[config.mk]
export PLATFORM = sky130hd
export DESIGN_NAME = fpsel_top
export DESIGN_NICKNAME = d
export VERILOG_FILES = /design/src/rtl/fpsel_pkg.sv /design/src/rtl/fpsel_classify.sv /design/src/rtl/fpsel_order.sv /design/src/rtl/fpsel_stage.sv /design/src/rtl/fpsel_top.sv
export SDC_FILE = /design/constraint.sdc
export NUM_CORES = 1
export LEC_CHECK = 0
export BUFFER_PORTS_ARGS = -buffer_cell sky130_fd_sc_hd__buf_2
export CELL_PAD_IN_SITES_DETAIL_PLACEMENT = 1
export CELL_PAD_IN_SITES_GLOBAL_PLACEMENT = 2
export CORE_MARGIN = 2
export CORE_UTILIZATION = 26
export DETAILED_ROUTE_END_ITERATION = 10
export PLACE_DENSITY = 0.83
export SYNTH_ARGS = -nofsm -noshare
export SYNTH_HDL_FRONTEND = slang
export SYNTH_SLANG_ARGS = --single-unit
[constraint.sdc]
create_clock -name clk -period 2.7 [get_ports clk]
set_clock_uncertainty 0.2 [all_clocks]
set_input_delay 0.135 -clock clk [delete_from_list [all_inputs] [get_ports clk]]
set_output_delay 0.135 -clock clk [all_outputs]
set_load 0.01 [all_outputs]
[src/rtl/fpsel_pkg.sv]
// Shared definitions for the floating-point min/max selector.
// Assumes the width is one of the three binary formats 16, 32 or 64.
package fpsel_pkg;

    // Exponent field width for a given total width
    function automatic int exp_width(input int w);
        if (w == 16)      return 5;
        else if (w == 64) return 11;
        else              return 8;
    endfunction

    // Opcode encoding
    typedef enum logic {
        SEL_MAX = 1'b0,
        SEL_MIN = 1'b1
    } sel_op_e;

endpackage

[src/rtl/fpsel_classify.sv]
// Splits one operand into sign, magnitude bits and a NaN flag.
// Assumes EW matches the format of width W.
module fpsel_classify #(
    parameter int W  = 32,
    parameter int EW = 8
) (
    input  logic [W-1:0] val,
    output logic         is_nan,
    output logic         sign,
    output logic [W-2:0] mag
);
    localparam int MW = W - 1 - EW;

    logic [EW-1:0] exp_f;
    logic [MW-1:0] man_f;

    // Field extraction and NaN test (all-ones exponent, nonzero mantissa)
    always_comb begin
        sign   = val[W-1];
        mag    = val[W-2:0];
        exp_f  = val[W-2:MW];
        man_f  = val[MW-1:0];
        is_nan = (&exp_f) && (|man_f);
    end
endmodule

[src/rtl/fpsel_order.sv]
// Decides whether operand b is the larger of two non-NaN values.
// Assumes that NaN operands have already been filtered out by the caller.
module fpsel_order #(
    parameter int W = 32
) (
    input  logic         sign_a,
    input  logic         sign_b,
    input  logic [W-2:0] mag_a,
    input  logic [W-2:0] mag_b,
    output logic         b_larger
);
    logic mag_lt;

    // Sign decides first; if the signs match, the magnitude compare decides,
    // inverted when both operands are negative
    always_comb begin
        mag_lt = (mag_a < mag_b);
        if (sign_a != sign_b) b_larger = sign_a;
        else                  b_larger = mag_lt ^ sign_a;
    end
endmodule

[src/rtl/fpsel_stage.sv]
// Optional output register for result, tag and valid.
// With REGISTERED=0 it is a plain wire and clk/rst_n are not used.
module fpsel_stage #(
    parameter int W          = 32,
    parameter int TAG_W      = 4,
    parameter bit REGISTERED = 1'b1
) (
    input  logic             clk,
    input  logic             rst_n,
    input  logic             d_valid,
    input  logic [W-1:0]     d_res,
    input  logic [TAG_W-1:0] d_tag,
    output logic             q_valid,
    output logic [W-1:0]     q_res,
    output logic [TAG_W-1:0] q_tag
);
    generate
        if (REGISTERED) begin : g_reg
            // Capture one result per clock; only valid is reset
            always_ff @(posedge clk) begin
                if (!rst_n) q_valid <= 1'b0;
                else        q_valid <= d_valid;
                q_res <= d_res;
                q_tag <= d_tag;
            end
        end else begin : g_wire
            // Pass straight through
            always_comb begin
                q_valid = d_valid;
                q_res   = d_res;
                q_tag   = d_tag;
            end
        end
    endgenerate
endmodule

[src/rtl/fpsel_top.sv]
// Floating-point min/max selector. A single NaN is suppressed (the other
// operand wins), and two NaNs give a canonical quiet NaN. Ordering is by sign,
// then by an unsigned compare of exponent and mantissa.
// Assumes W is 16, 32 or 64.
module fpsel_top #(
    parameter int W          = 32,
    parameter int TAG_W      = 4,
    parameter bit REGISTERED = 1'b1
) (
    input  logic             clk,
    input  logic             rst_n,
    input  logic             in_valid,
    input  logic [W-1:0]     op_a,
    input  logic [W-1:0]     op_b,
    input  logic             op_min,
    input  logic [TAG_W-1:0] in_tag,
    output logic             out_valid,
    output logic [W-1:0]     out_res,
    output logic [TAG_W-1:0] out_tag
);
    localparam int EW = fpsel_pkg::exp_width(W);
    localparam int MW = W - 1 - EW;
    localparam logic [W-1:0] CANON_NAN = {1'b0, {EW{1'b1}}, 1'b1, {(MW-1){1'b0}}};

    logic         a_nan, b_nan, a_sign, b_sign, b_larger;
    logic [W-2:0] a_mag, b_mag;
    logic [W-1:0] sel_res;

    fpsel_classify #(.W(W), .EW(EW)) u_cls_a (
        .val(op_a), .is_nan(a_nan), .sign(a_sign), .mag(a_mag)
    );
    fpsel_classify #(.W(W), .EW(EW)) u_cls_b (
        .val(op_b), .is_nan(b_nan), .sign(b_sign), .mag(b_mag)
    );

    fpsel_order #(.W(W)) u_order (
        .sign_a(a_sign), .sign_b(b_sign),
        .mag_a(a_mag), .mag_b(b_mag),
        .b_larger(b_larger)
    );

    // Result selection: NaN rules first, then ordered choice per opcode
    always_comb begin
        if (a_nan && b_nan)                                  sel_res = CANON_NAN;
        else if (a_nan)                                      sel_res = op_b;
        else if (b_nan)                                      sel_res = op_a;
        else if (b_larger ^ (op_min == fpsel_pkg::SEL_MIN))  sel_res = op_b;
        else                                                 sel_res = op_a;
    end

    fpsel_stage #(.W(W), .TAG_W(TAG_W), .REGISTERED(REGISTERED)) u_stage (
        .clk(clk), .rst_n(rst_n),
        .d_valid(in_valid), .d_res(sel_res), .d_tag(in_tag),
        .q_valid(out_valid), .q_res(out_res), .q_tag(out_tag)
    );
endmodule

==> Yosys cells after proc, flatten, opt, wreduce, memory -nomap -nowiden <==
Index checks and enable logic that the tools add are counted.
{ "word_totals": {"memories": 0, "input_bits": 72, "word_cells": 18, "romBits": 0, "latchBits": 0, "mem_bits_rw": 0, "ff_bits": 37, "out_inout_bits": 37} }
{ "classes": {"n_reduce_logical": 7, "n_mul": 0, "n_bitwise": 2, "mux": 4, "n_addsub": 0, "div": 0, "order_cmp": 1, "eq_ne": 1, "n_shift": 0} }
{ "op_table": {"columns": ["cell", "count"], "rows": [
  ["32-bit two-way mux", 3],
  ["23-bit OR reduction", 2],
  ["31-bit < comparator", 1],
  ["8-bit AND reduction", 2],
  ["1-bit logical AND", 3],
  ["1-bit bitwise XOR", 2],
  ["1-bit two-way mux", 1],
  ["1-bit inequality test", 1]
]} }

==> Longest topological paths before layout <==
{ "depth": {"depth_word": 7, "mapped_depth": 11, "depth_no_buf": 10} }

==> Cells and area by module <==
A second synthesis with hierarchy kept.
{ "hier_totals": {"hier_cells": 279, "area_unflattened_um2": 2552.4} }
{ "by_module_without_submodules": {"columns": ["module", "n_inst", "cells_per_inst", "area_per_inst_um2", "seq_area_each_um2"], "rows": [
  ["fpsel_order", 1, 110, 770.7, 0.0],
  ["fpsel_stage", 1, 38, 747.0, 740.7],
  ["fpsel_classify", 2, 44, 329.1, 0.0],
  ["fpsel_top", 1, 43, 376.6, 0.0]
]} }

==> Worst setup path after synthesis <==
OpenSTA, ideal clock, no wires.
{ "synth_path": {"path_kind": "input-to-reg", "startpoint": "input op_b[22]", "endpoint": "register u_stage.q_res[24]", "arrival_ns": 2.146, "slack_ns": 0.232, "path_buffers": 1, "cell_stages": 11, "required_time_ns": 2.379, "path_cell_list": "inv_1 -> ha_1 -> a21oi_1 -> o21ai_1 -> a221oi_2 -> o21ai_2 -> a311oi_2 -> o21ai_2 -> a31oi_4 -> buf_6 -> mux2_4"} }
{ "synth_between": {"elab_chain_cells": 7, "word_cells_on_any_way": 10} }
{ "synth_rtl": {"columns": ["item", "line_no", "rtl"], "rows": [
  ["start: declaration", "fpsel_top.sv:14", "input logic [W-1:0] op_b,"],
  ["31-bit < comparator", "fpsel_order.sv:17", "mag_lt = (mag_a < mag_b);"],
  ["1-bit bitwise XOR", "fpsel_order.sv:19", "else b_larger = mag_lt ^ sign_a;"],
  ["1-bit two-way mux", "fpsel_order.sv:18", "if (sign_a != sign_b) b_larger = sign_a;"],
  ["1-bit bitwise XOR", "fpsel_top.sv:47", "else if (b_larger ^ (op_min == fpsel_pkg::SEL_MIN)) sel_res = op_b;"],
  ["32-bit two-way mux", "fpsel_top.sv:47", null],
  ["32-bit two-way mux", "fpsel_top.sv:46", "else if (b_nan) sel_res = op_a;"],
  ["32-bit two-way mux", "fpsel_top.sv:45", "else if (a_nan) sel_res = op_b;"],
  ["end signal: assignment", "fpsel_stage.sv:23", "q_res <= d_res;"],
  ["end: declaration", "fpsel_stage.sv:14", "output logic [W-1:0] q_res,"]
]} }
Several ways; a longest one is shown, not always the timed one.
A chain may end at the register's enable or synchronous reset.

==> Final worst setup path <==
{ "layout_path": {"startpoint": "input op_a[6]", "endpoint": "register u_stage.q_res[31]"} }
{ "layout_between": {"elab_chain_cells": 7, "word_cells_on_any_way": 10} }
{ "layout_rtl": {"columns": ["item", "line_no", "rtl"], "rows": [
  ["start: declaration", "fpsel_top.sv:13", "input logic [W-1:0] op_a,"],
  ["31-bit < comparator", "fpsel_order.sv:17", null],
  ["1-bit bitwise XOR", "fpsel_order.sv:19", null],
  ["1-bit two-way mux", "fpsel_order.sv:18", null],
  ["1-bit bitwise XOR", "fpsel_top.sv:47", null],
  ["32-bit two-way mux", "fpsel_top.sv:47", null],
  ["32-bit two-way mux", "fpsel_top.sv:46", null],
  ["32-bit two-way mux", "fpsel_top.sv:45", null]
]} }
Several ways; a longest one is shown, not always the timed one.

==> flow_summary.toml <==
[worst_setup_path]
end_kind = "register"
cp.required_ns = 2.71
cp-start-kind = "input port"
cp_data_arrival_time_ns = 2.58
path_max_fanout = 4
crit_type = "input port to register"

[finish]
stdcell_area_um2 = 3790
drive_gt1_frac = 0.384
area_growth_pct = 71.9
fillers = 986
final_nets = 530

[floorplanning]
coreArea_um2 = 8220
num_rows = 33
die_h_um = 96.1
pin_count = 109
die_area_um2 = 9240
fp.dieW_um = 96.1
initial_core_util = 0.269

[synth]
synth_warnings = 0
synth.distinct_cells = 39
ys_seq_elements = 37
yosysTopAreaCell = "dfxtp_1"
async_flop_share = 0
synthFlopType = "dfxtp_1"
synth_top_area_frac = 0.336
synth_top_cells_by_area = "dfxtp_1 34%, ha_1 17%, a22o_1 8.7%"
synth_edf_count = 0
syn-cell-area_um2 = 2210
syn_inst = 228
synth-seq-area-share = 0.336
synth.avg_cell_area_um2 = 9.68
synth_nets = 330

[cts]
tritoncts = "yes"
cts.sinks = 37
clockRootBuffer = "clkbuf_8"
cts_buffers = 5
path_clk_slew_ns = 0.08
cts_buffer_depth = 2
cts-htree-levels = 2

[power]
powerDensity_nw_per_um2 = 425
ir_drop_uv = 145
leakage_nw = 1.95
total_power_mw = 1.61

[sta]
fin_tns_setup_ns = 0
hold_ws_ns = 0.00796
worstMarginPinSlew_ns = 0.452
fmax_mhz = 390
setup_viol = 0
hold_viol_final = 0
finalCriticalPeriod_ns = 2.57
relSlewSlack = 0.696
period_share = 0.951
slew_violations = 0
setup_slack_ns = 0.133

[global_routing]
grt_pass1_wl_mm = 13.8
grt_max_degree = 24
grtUsageTotal = 0.195
grt_antenna_before_repair = 2
grt_pass1_vias = 2780
gr-total-overflow = 0

[route]
drc = 0
totalWireLength_mm = 9.10
ant_nets = 0
first_pass_iters = 4
detail_route.wl_per_cell_um = 17.0
drtIter0Drc = 123
via_per_inst = 4.85
vias = 2592

[placement]
hpwl_mm = 6.18
gp_congestion = 0.816
port_buffers = 108
place_ws_ns = -0.123
placed_cell_area_um2 = 3040

[run]
drv.max_cap_violation_count = 0

[min_path]
min-delay-path-class = "input port to register"

[status]
outcome = "finished clean"
-- flip-flops by register name, indices dropped and copies added, names as in the netlist --
name / flops
u_stage.q_valid: 1
u_stage.q_tag: 4
u_stage.q_res: 32
-- power by group --
group          internal (mW)  total [mW]  switching, mW
registers              0.618       0.638         0.0198
logic                  0.318       0.611          0.293
clock network          0.170       0.363          0.193
-- per-layer routing --
layer,share of wire,GRT usage,vias up
met1,0.39,0.219,1246
met4,0.026,0.0857,0
met2,0.53,0.363,84
met5,0,0,-
li1,-,-,1243
met3,0.050,0.0274,19
-- final timing paths --
| check | start | endpoint | slack, ns | cells after the start |
|---|---|---|---|---|
| setup / recovery | op_a[6] | u_stage.q_res[31]$_SDFF_PP0_ | 0.13 | 9 |
| hold / removal | op_a[2] | u_stage.q_res[2]$_SDFF_PP0_ | 0.008 | 3 |
-- logic make-up (layout without fill, tap and decap cells) --
family                   after synthesis  after routing  share of synthesized area
adder cells (fa/ha/maj)               30             30                      0.170
AND/OR/NAND/NOR                       49             49                      0.132
multiplexers                           8              8                     0.0527
AO/OA/AOI/OAI                         64             64                      0.230
other                                  0              2                          0
flip-flops                            37             37                      0.336
buffers and inverters                 40            239                     0.0794
-- worst max-delay path: stages --
cell and delay, ns:
buf_2 0.11, dlygate4sd3_1 0.55, buf_4 0.14, nor4_1 0.39
nand2_1 0.19, o21ai_2 0.25, a21oi_1 0.09, dlygate4sd3_1 0.56
nor3_1 0.17
-- layout make-up --
| type | count | area, µm² | share of cell area |
|---|---|---|---|
| antenna | 2 | 5.00 | 0.00132 |
| clock buffer | 5 | 68.8 | 0.0181 |
| clock inverter | 1 | 5.00 | 0.00132 |
| inverter | 35 | 131 | 0.0346 |
| multi-input combinational | 151 | 1300 | 0.342 |
| sequential | 37 | 741 | 0.195 |
| tap | 105 | 131 | 0.0346 |
| timing repair buffer | 198 | 1410 | 0.373 |
-- cells in the mapped netlist, types with 2 or more instances --
cell type / instances
inv_1: 35
a21oi_1: 16
buf_6: 3
nand4_2: 2
ha_1: 30
nor3_1: 4
o21a_1: 2
dfxtp_1: 37
o21ai_1: 3
nor2_1: 3
buf_2: 2
nor4_1: 10
nand2_1: 12
nand3_1: 3
a22o_1: 22
o21ai_2: 2
mux2_4: 7
a22oi_1: 2
nand4_1: 8
o21ai_0: 6
-- placed cells by master (no fill, tap or decap), types with 10 or more instances in the layout --
| cell type | Yosys | final |
|---|---|---|
| a21oi_1 | 16 | 15 |
| a22o_1 | 22 | 22 |
| buf_2 | 2 | 107 |
| buf_4 | 0 | 23 |
| dfxtp_1 | 37 | 37 |
| dlygate4sd3_1 | 0 | 63 |
| ha_1 | 30 | 30 |
| inv_1 | 35 | 35 |
| nand2_1 | 12 | 12 |
| nor4_1 | 10 | 10 |
-- metrics by stage --
step,utilization,cells
global placement,0.370,460
detailed placement,0.370,460
finish,0.462,534
global route,0.462,534
floorplan,-,228
CTS,0.457,530
-- timing repair --
action                     CTS  global route
gates resized for setup      0             8
hold buffers                64             0
buffers inserted             0             2
hold endpoints to repair    36             0
setup endpoints to repair    0            32
No activity file was read; power rests on OpenSTA's default activity.
